## config.mk

```make
export PLATFORM = sky130hd
export DESIGN_NAME = usb_sof_timer
export DESIGN_NICKNAME = d
export VERILOG_FILES = /design/src/rtl/usb_sof_pkg.sv /design/src/rtl/frame_down_ctr.sv /design/src/rtl/frame_num_ctr.sv /design/src/rtl/frame_parity_match.sv /design/src/rtl/usb_sof_timer.sv
export SDC_FILE = /design/constraint.sdc
export NUM_CORES = 1
export LEC_CHECK = 0
export BUFFER_PORTS_ARGS = -buffer_cell sky130_fd_sc_hd__buf_2
export CORE_UTILIZATION = 45
export DETAILED_ROUTE_END_ITERATION = 10
export PLACE_DENSITY = 0.75
export SYNTH_ARGS = -nofsm -noshare
export SYNTH_HDL_FRONTEND = slang
export SYNTH_SLANG_ARGS = --single-unit
```

## constraint.sdc

```tcl
create_clock -name clk -period 2.5 [get_ports clk]
set_clock_uncertainty 0.2 [all_clocks]
set_input_delay 0.375 -clock clk [delete_from_list [all_inputs] [get_ports clk]]
set_output_delay 0.375 -clock clk [all_outputs]
set_load 0.02 [all_outputs]
```

## src/rtl/usb_sof_pkg.sv

```systemverilog
package usb_sof_pkg;
   typedef enum logic {
      FR_EVEN = 1'b0,
      FR_ODD  = 1'b1
   } frame_par_e;

   function automatic logic par_hit(input logic want, input logic cur);
      return frame_par_e'(want) == frame_par_e'(cur);
   endfunction
endpackage

```

## src/rtl/frame_down_ctr.sv

```systemverilog
module frame_down_ctr #(
   parameter int IVL_W = 16
) (
   input  logic             clk,
   input  logic             rst_n,
   input  logic [IVL_W-1:0] ivl_i,
   output logic [IVL_W-1:0] remain_o,
   output logic             zero_o
);
   logic [IVL_W-1:0] cnt_q;

   assign zero_o   = (cnt_q == '0);
   assign remain_o = cnt_q;

   always_ff @(posedge clk) begin
      if (!rst_n) begin
         cnt_q <= ivl_i;
      end else if (zero_o) begin
         cnt_q <= ivl_i;
      end else begin
         cnt_q <= cnt_q - 1'b1;
      end
   end
endmodule

```

## src/rtl/frame_num_ctr.sv

```systemverilog
module frame_num_ctr #(
   parameter int FNUM_W  = 14,
   parameter int WRAP_AT = (2 ** FNUM_W) - 1
) (
   input  logic              clk,
   input  logic              rst_n,
   input  logic              sof_i,
   input  logic              clr_req_i,
   output logic [FNUM_W-1:0] frnum_o,
   output logic              pend_o
);
   localparam logic [FNUM_W-1:0] WRAP_V = FNUM_W'(WRAP_AT);
   localparam bit FULL_RANGE = (WRAP_AT == (2 ** FNUM_W) - 1);

   logic [FNUM_W-1:0] num_q;
   logic [FNUM_W-1:0] num_inc;
   logic              pend_q;

   generate
      if (FULL_RANGE) begin : g_natural
         assign num_inc = num_q + 1'b1;
      end else begin : g_compare
         assign num_inc = (num_q == WRAP_V) ? '0 : num_q + 1'b1;
      end
   endgenerate

   always_ff @(posedge clk) begin
      if (!rst_n) begin
         num_q  <= '0;
         pend_q <= 1'b0;
      end else if (sof_i) begin
         num_q  <= (pend_q || clr_req_i) ? '0 : num_inc;
         pend_q <= 1'b0;
      end else if (clr_req_i) begin
         pend_q <= 1'b1;
      end
   end

   assign frnum_o = num_q;
   assign pend_o  = pend_q;
endmodule

```

## src/rtl/frame_parity_match.sv

```systemverilog
module frame_parity_match
   import usb_sof_pkg::*;
#(
   parameter int NUM_CH = 4
) (
   input  logic              lsb_i,
   input  logic [NUM_CH-1:0] odd_sel_i,
   output logic              odd_o,
   output logic [NUM_CH-1:0] elig_o
);
   assign odd_o = lsb_i;

   for (genvar c = 0; c < NUM_CH; c++) begin : g_ch
      assign elig_o[c] = par_hit(odd_sel_i[c], lsb_i);
   end
endmodule

```

## src/rtl/usb_sof_timer.sv

```systemverilog
module usb_sof_timer #(
   parameter int IVL_W   = 16,
   parameter int FNUM_W  = 14,
   parameter int WRAP_AT = (2 ** FNUM_W) - 1,
   parameter int NUM_CH  = 4
) (
   input  logic              clk,
   input  logic              rst_n,
   input  logic [IVL_W-1:0]  interval_i,
   input  logic              frnum_clr_i,
   input  logic [NUM_CH-1:0] odd_sel_i,
   output logic [IVL_W-1:0]  remain_o,
   output logic [FNUM_W-1:0] frnum_o,
   output logic              odd_frame_o,
   output logic              sof_o,
   output logic [NUM_CH-1:0] chan_elig_o
);
   initial begin
      assert (IVL_W >= 2 && IVL_W <= 32) else $error("IVL_W out of range");
      assert (FNUM_W >= 2 && FNUM_W <= 30) else $error("FNUM_W out of range");
      assert (WRAP_AT >= 1 && WRAP_AT <= (2 ** FNUM_W) - 1)
         else $error("WRAP_AT does not fit FNUM_W");
      assert (NUM_CH >= 1) else $error("NUM_CH must be positive");
   end

   logic zero_w;
   logic clr_pend;

   frame_down_ctr #(.IVL_W(IVL_W)) u_down (
      .clk      (clk),
      .rst_n    (rst_n),
      .ivl_i    (interval_i),
      .remain_o (remain_o),
      .zero_o   (zero_w)
   );

   assign sof_o = zero_w;

   frame_num_ctr #(.FNUM_W(FNUM_W), .WRAP_AT(WRAP_AT)) u_num (
      .clk       (clk),
      .rst_n     (rst_n),
      .sof_i     (zero_w),
      .clr_req_i (frnum_clr_i),
      .frnum_o   (frnum_o),
      .pend_o    (clr_pend)
   );

   frame_parity_match #(.NUM_CH(NUM_CH)) u_par (
      .lsb_i     (frnum_o[0]),
      .odd_sel_i (odd_sel_i),
      .odd_o     (odd_frame_o),
      .elig_o    (chan_elig_o)
   );
endmodule

```

==> impl_metrics.tcl, run 1 <==
set metrics [dict create \
    gp_congestion 0.775 \
    reg2reg_to "u_num.frnum_o[10]$_SDFFE_PN0P_" \
    dr.pass1.iters 4 \
    synth_compound_area_share_pct 8.94 \
    path_clk_slew_ns 0.10 \
    drc 0 \
    placed_cell_area_sq_mm 0.00196 \
    synth_mux_area_share_pct 0 \
    yosysSeqAreaShare_pct 38.5 \
    timing.rr.start "u_down.remain_o[0]$_DFF_P_" \
    setup_slack_ns 0.125 \
    rows 21 \
    pre_cts_ws_ns 0.307 \
    syn_avg_cell_area_sq_um 8.66 \
    yosys_warnings 0 \
    antenna_found_initial 0 \
    grt_max_degree 34 \
    root_buffer "clkbuf_4" \
    drt_iter0_drc 67 \
    htree_levels 2 \
    status "complete, no violations" \
    total_leakage_power_nw 0.887 \
    n_antenna_cell 0 \
    peakVddDrop_mv 0.302 \
    cts_tree "yes" \
    cts_buffers 5 \
    grt_use_total_pct 20.4 \
    die_y_um 61.8 \
    final_common_cell "buf_2" \
    syn_to_final_growth_pct 26.9 \
    die-area_sq_mm 0.00382 \
    yosys.area_share.simple_pct 32.8 \
    die_w_um 61.8 \
    hold_viol_final 0 \
    min_path_type "input pin to flip-flop" \
    ys_ff_latch 31 \
    wl_per_cell_um 11.2 \
    dr_total_vias 1513 \
    slew_viol_final 0 \
    core_area_sq_mm 0.00339 \
    end_kind "primary output" \
    critPathCapture "sof_o" \
    netlist_instances 186 \
    fin_area_sq_mm 0.00204 \
    cts_buffer_depth 2 \
    synth_adder_area_share_pct 2.33 \
    via_per_inst 5.06 \
    cellPowerDensity_mw_per_mm2 528 \
    nNetsFinal 278 \
    io_buffers 58 \
    synth_fp_nets 212 \
    drive_gt1_share_pct 34.8 \
    clk_latency_ns 0.34 \
    cp-startpoint "u_down.remain_o[2]$_DFF_P_" \
    start_util_pct 47.5 \
    cts_sinks 31 \
    totalWireLength_um 3360 \
    syn-cell-area_sq_mm 0.00161 \
    grt_pass1_vias 1340 \
    cp-start-kind "flip-flop" \
    grt_overflow 0 \
    hold_path.startpoint "interval_i[0]" \
    most-common-layout-cells "buf_2, nand2_1, dfxtp_1" \
    period_share_pct 95.0 \
    setup_viol 0 \
    fin_setup_tns_ns 0 \
    rsz0062_at_grt "false" \
    ctsHoldBuffers 0 \
    fmax_ghz 0.421 \
    min_period_ns 2.37 \
    rr_worst_depth 7 \
    critPathRequiredTime_ns 1.92 \
    num_io_pins 59 \
    synthXorXnorAreaFrac_pct 14.7 \
    cap_viol_max_count 0 \
    ant_nets 0 \
    worst-path-max-fanout 8 \
    fin_util_pct 60.3 \
    worst_pin_slew_ns 0.518 \
    synth_top_family_by_area "simple AND/OR/NAND/NOR gates" \
    r2r_slack_ns 0.29 \
    worstSetupPathType "flip-flop to primary output" \
    dp_hpwl_um 2480 \
    synth_cell_types 39 \
    grt_pass1_wl_um 5670 \
    cp.arrival_ns 1.80 \
    slew_headroom_pct 65.3 \
]
-- cell type report --
class | count | area (sq um)
clock buffer | 5 | 37.5
clock inverter | 3 | 15.0
fill | 317 | 1350
inverter | 4 | 15.0
multi-input combinational | 145 | 952
sequential | 31 | 623
tap | 46 | 57.6
timing repair buffer | 65 | 343
-- kinds of logic after synthesis --
group           after synthesis
compound gates               25
xor+xnor                     27
fa+ha+maj                     3
buf+inv                      10
flops                        31
simple gates                 90
-- per-stage QoR --
stage | total power, mW | std cells | hold WS (ns)
2_1_floorplan | 0.720 | 186 | 0.284
3_3_place_gp | 0.796 | 288 | 0.285
3_5_place_dp | 0.800 | 288 | 0.299
4_1_cts | 1.08 | 296 | 0.00968
5_1_grt | 1.15 | 299 | 0.00892
6_report | 1.08 | 299 | 0.0197
-- per-layer routing --
layer  share of wire, %  up-vias  global-route usage [%]
li1                   -      779                       -
met1                 45      679                    24.3
met2                 47       49                    33.3
met3                7.2        6                    8.07
met4                1.3        0                    7.62
met5                  0        -                       0
-- where the power goes --
group	switching [mW]	leakage (nW)	internal, mW
registers	0.0465	0.256	0.527
logic	0.124	0.596	0.0973
clock network	0.180	0.0347	0.104
-- synth_stat cells --
cell type | number | area share (%)
nand3b_1 | 3 | 1.4
or3_1 | 1 | 0.39
or3_4 | 1 | 0.70
ha_1 | 3 | 2.3
o21ai_1 | 3 | 0.93
and4_1 | 1 | 0.54
or4_1 | 1 | 0.47
xor2_1 | 9 | 4.9
nand3_1 | 8 | 2.5
and3_1 | 1 | 0.39
or4b_4 | 1 | 0.85
inv_1 | 4 | 0.93
a21boi_0 | 2 | 0.93
nand4_1 | 3 | 1.2
and2_1 | 2 | 0.78
o32ai_1 | 1 | 0.54
clkbuf_1 | 3 | 0.70
nor2_1 | 17 | 4.0
xnor2_1 | 18 | 9.8
nor3_1 | 6 | 1.9
nor3_2 | 3 | 1.9
nand2_2 | 1 | 0.39
o21ai_2 | 2 | 1.1
nand4b_1 | 2 | 1.1
o21ai_0 | 14 | 4.4
buf_2 | 2 | 0.62
nand4_2 | 1 | 0.78
o211ai_1 | 1 | 0.47
nor4_4 | 2 | 2.6
and4b_1 | 1 | 0.62
buf_4 | 1 | 0.47
nor4b_1 | 1 | 0.54
nor3b_1 | 1 | 0.47
dfxtp_1 | 31 | 39
a21oi_1 | 2 | 0.62
nor2b_1 | 1 | 0.39
nor4_1 | 2 | 0.78
nand2_1 | 29 | 6.8
nand4b_4 | 1 | 1.5
-- repair_timing --
item | in CTS | in global routing
cloned | 0 | 0
buffers inserted | 0 | 3
setup endpoints to repair | 1 | 1
gates resized for setup | 2 | 2
-- critical path, cell delays in order (launching register included) --
cell     delay (ns)
dfxtp_2        0.37
nor4_4         0.28
buf_4          0.19
and4b_2        0.27
nand2_4        0.09
inv_1          0.09
buf_2          0.17
-- registers in the layout (all words and copies together), names as in the netlist --
register	count
u_down.remain_o	16
u_num.pend_o	1
u_num.frnum_o	14
-- how the worst min path moves through the flow --
stage	endpoint	slack [ns]	depth (start not counted)
6_report	u_down.remain_o[0]$_DFF_P_	0.02	3
5_1_grt	u_down.remain_o[1]$_DFF_P_	0.009	3
4_1_cts	u_down.remain_o[9]$_DFF_P_	0.01	3
3_5_place_dp	u_num.frnum_o[1]$_SDFFE_PN0P_	0.30	2
3_3_place_gp	u_num.frnum_o[1]$_SDFFE_PN0P_	0.28	2
2_1_floorplan	u_down.remain_o[0]$_DFF_P_	0.28	2
Power figures use the tool's default switching activity.
==> run 2: changes to the inputs <==
==> constraint.sdc (replaced) <==
create_clock -name clk -period 2.5 [get_ports clk]
set_clock_uncertainty 0.2 [all_clocks]
set_input_delay 0.375 -clock clk [delete_from_list [all_inputs] [get_ports clk]]
set_output_delay 0.375 -clock clk [all_outputs]
set_load 0.05 [all_outputs]
==> impl_metrics.tcl, run 2 (same netlist as run 1, synthesis figures left out) <==
set metrics [dict create \
    wl_per_cell_um 11.3 \
    syn_to_final_growth_pct 25.5 \
    final_common_cell "buf_2" \
    fillers 309 \
    worst_pin_slew_ns 0.515 \
    worstSetupPathType "flip-flop to primary output" \
    gp_congestion 0.775 \
    grt_pass1_vias 1239 \
    fin_area_sq_mm 0.00202 \
    drive_gt1_share_pct 33.1 \
    setup_slack_ns 0.126 \
    cellPowerDensity_mw_per_mm2 560 \
    finalPower_mw 1.13 \
    status "complete, no violations" \
    fin_util_pct 59.6 \
    grt_overflow 0 \
    cp.arrival_ns 1.80 \
    pre_cts_ws_ns 0.264 \
    drt_iter0_drc 42 \
    cts_sinks 31 \
    path_buf_inv 2 \
    htree_levels 2 \
    nNetsFinal 275 \
    ant_nets 0 \
    die_w_um 61.8 \
    drc 0 \
    grt_use_total_pct 19.2 \
    min_period_ns 2.37 \
    core_area_sq_mm 0.00339 \
    n_antenna_cell 0 \
    instances_no_fill 294 \
    ctsHoldBuffers 0 \
    slew_viol_final 0 \
    dp_cells 287 \
    crit_chain "nor4_4 -> and4b_2 -> nand2_2 -> inv_1 -> buf_4" \
    die_y_um 61.8 \
    period_share_pct 94.9 \
    dp_hpwl_um 2410 \
    die-area_sq_mm 0.00382 \
    totalWireLength_um 3330 \
    end_kind "primary output" \
    placed_cell_area_sq_mm 0.00195 \
    worst-path-max-fanout 8 \
    cts_buffers 5 \
    cp-start-kind "flip-flop" \
    cap_viol_max_count 0 \
    cts_buffer_depth 2 \
    slew_headroom_pct 65.5 \
    max_stage_delay_ns 0.38 \
    rows 21 \
    fin_setup_tns_ns 0 \
    total_leakage_power_nw 0.850 \
    clk_latency_ns 0.34 \
    via_per_inst 4.95 \
    whs_ns 0.0222 \
    path_delay_family "simple AND/OR/NAND/NOR gates" \
    most-common-layout-cells "buf_2, dfxtp_1, nand2_1" \
    min_path_type "input pin to flip-flop" \
    path_clk_slew_ns 0.09 \
    io_buffers 58 \
    root_buffer "clkbuf_4" \
    grt_max_degree 34 \
    num_io_pins 59 \
    critPathRequiredTime_ns 1.92 \
    cts_tree "yes" \
    grt_pass1_wl_um 5250 \
    cp_slowest_cell "dfxtp_1" \
    fmax_ghz 0.421 \
    hold_viol_final 0 \
    dr_total_vias 1456 \
    antenna_found_initial 0 \
    largest_reg_flops 16 \
    rsz0062_at_grt "false" \
    peakVddDrop_mv 0.461 \
    dr.pass1.iters 4 \
    setup_viol 0 \
    start_util_pct 47.5 \
]
run 2: routing by layer:
metal  up-vias  wire [um]  global-route usage (%)  share of wire [%]
met5         -          0                       0                  0
met4         0         50                    7.62                1.5
met3         5        214                    8.28                6.4
met2        45       1490                    30.0                 45
met1       643       1570                    23.3                 47
li1        763          -                       -                  -
run 2: area by class of cell:
class,count,area (sq um),area share (%)
clock buffers,6,41.3,2.04
flip-flops and latches,31,622,30.8
repair buffers,62,323,16.0
inverters,4,15.0,0.743
well taps,46,57.6,2.85
multi-input cells,145,962,47.6
run 2: where the power goes:
group	total (mW)	leakage (nW)	internal (mW)	switching, mW
Combinational	0.293	0.570	0.0936	0.199
Sequential	0.578	0.256	0.527	0.0512
Clock	0.261	0.0242	0.0997	0.162
Total	1.13	0.850	0.720	0.412
run 2: path summary, 6_finish.rpt:
| check | cells past startpoint | slack (ns) | from | endpoint |
|---|---|---|---|---|
| setup / recovery | 5 | 0.13 | u_down.remain_o[2]$_DFF_P_ | sof_o |
| hold / removal | 3 | 0.02 | interval_i[8] | u_down.remain_o[8]$_DFF_P_ |
| setup reg to reg | 7 | 0.28 | u_down.remain_o[0]$_DFF_P_ | u_num.frnum_o[10]$_SDFFE_PN0P_ |
| hold reg to reg | 2 | 0.31 | u_num.frnum_o[12]$_SDFFE_PN0P_ | u_num.frnum_o[12]$_SDFFE_PN0P_ |
run 2: worst register-to-register path: cells and delay by family (launching register included):
family	cells	cell delay [ns]
AND/OR/NAND/NOR	4	1.15
adder cells (fa/ha/maj)	1	0.17
flip-flops	1	0.36
XOR/XNOR	1	0.13
buffers and inverters	1	0.10
run 2: timing repair:
item	CTS	global route
gates resized for setup	2	3
hold endpoints to repair	0	0
endpoints found under the setup margin	1	1
setup buffers	0	1
pin swaps	0	1
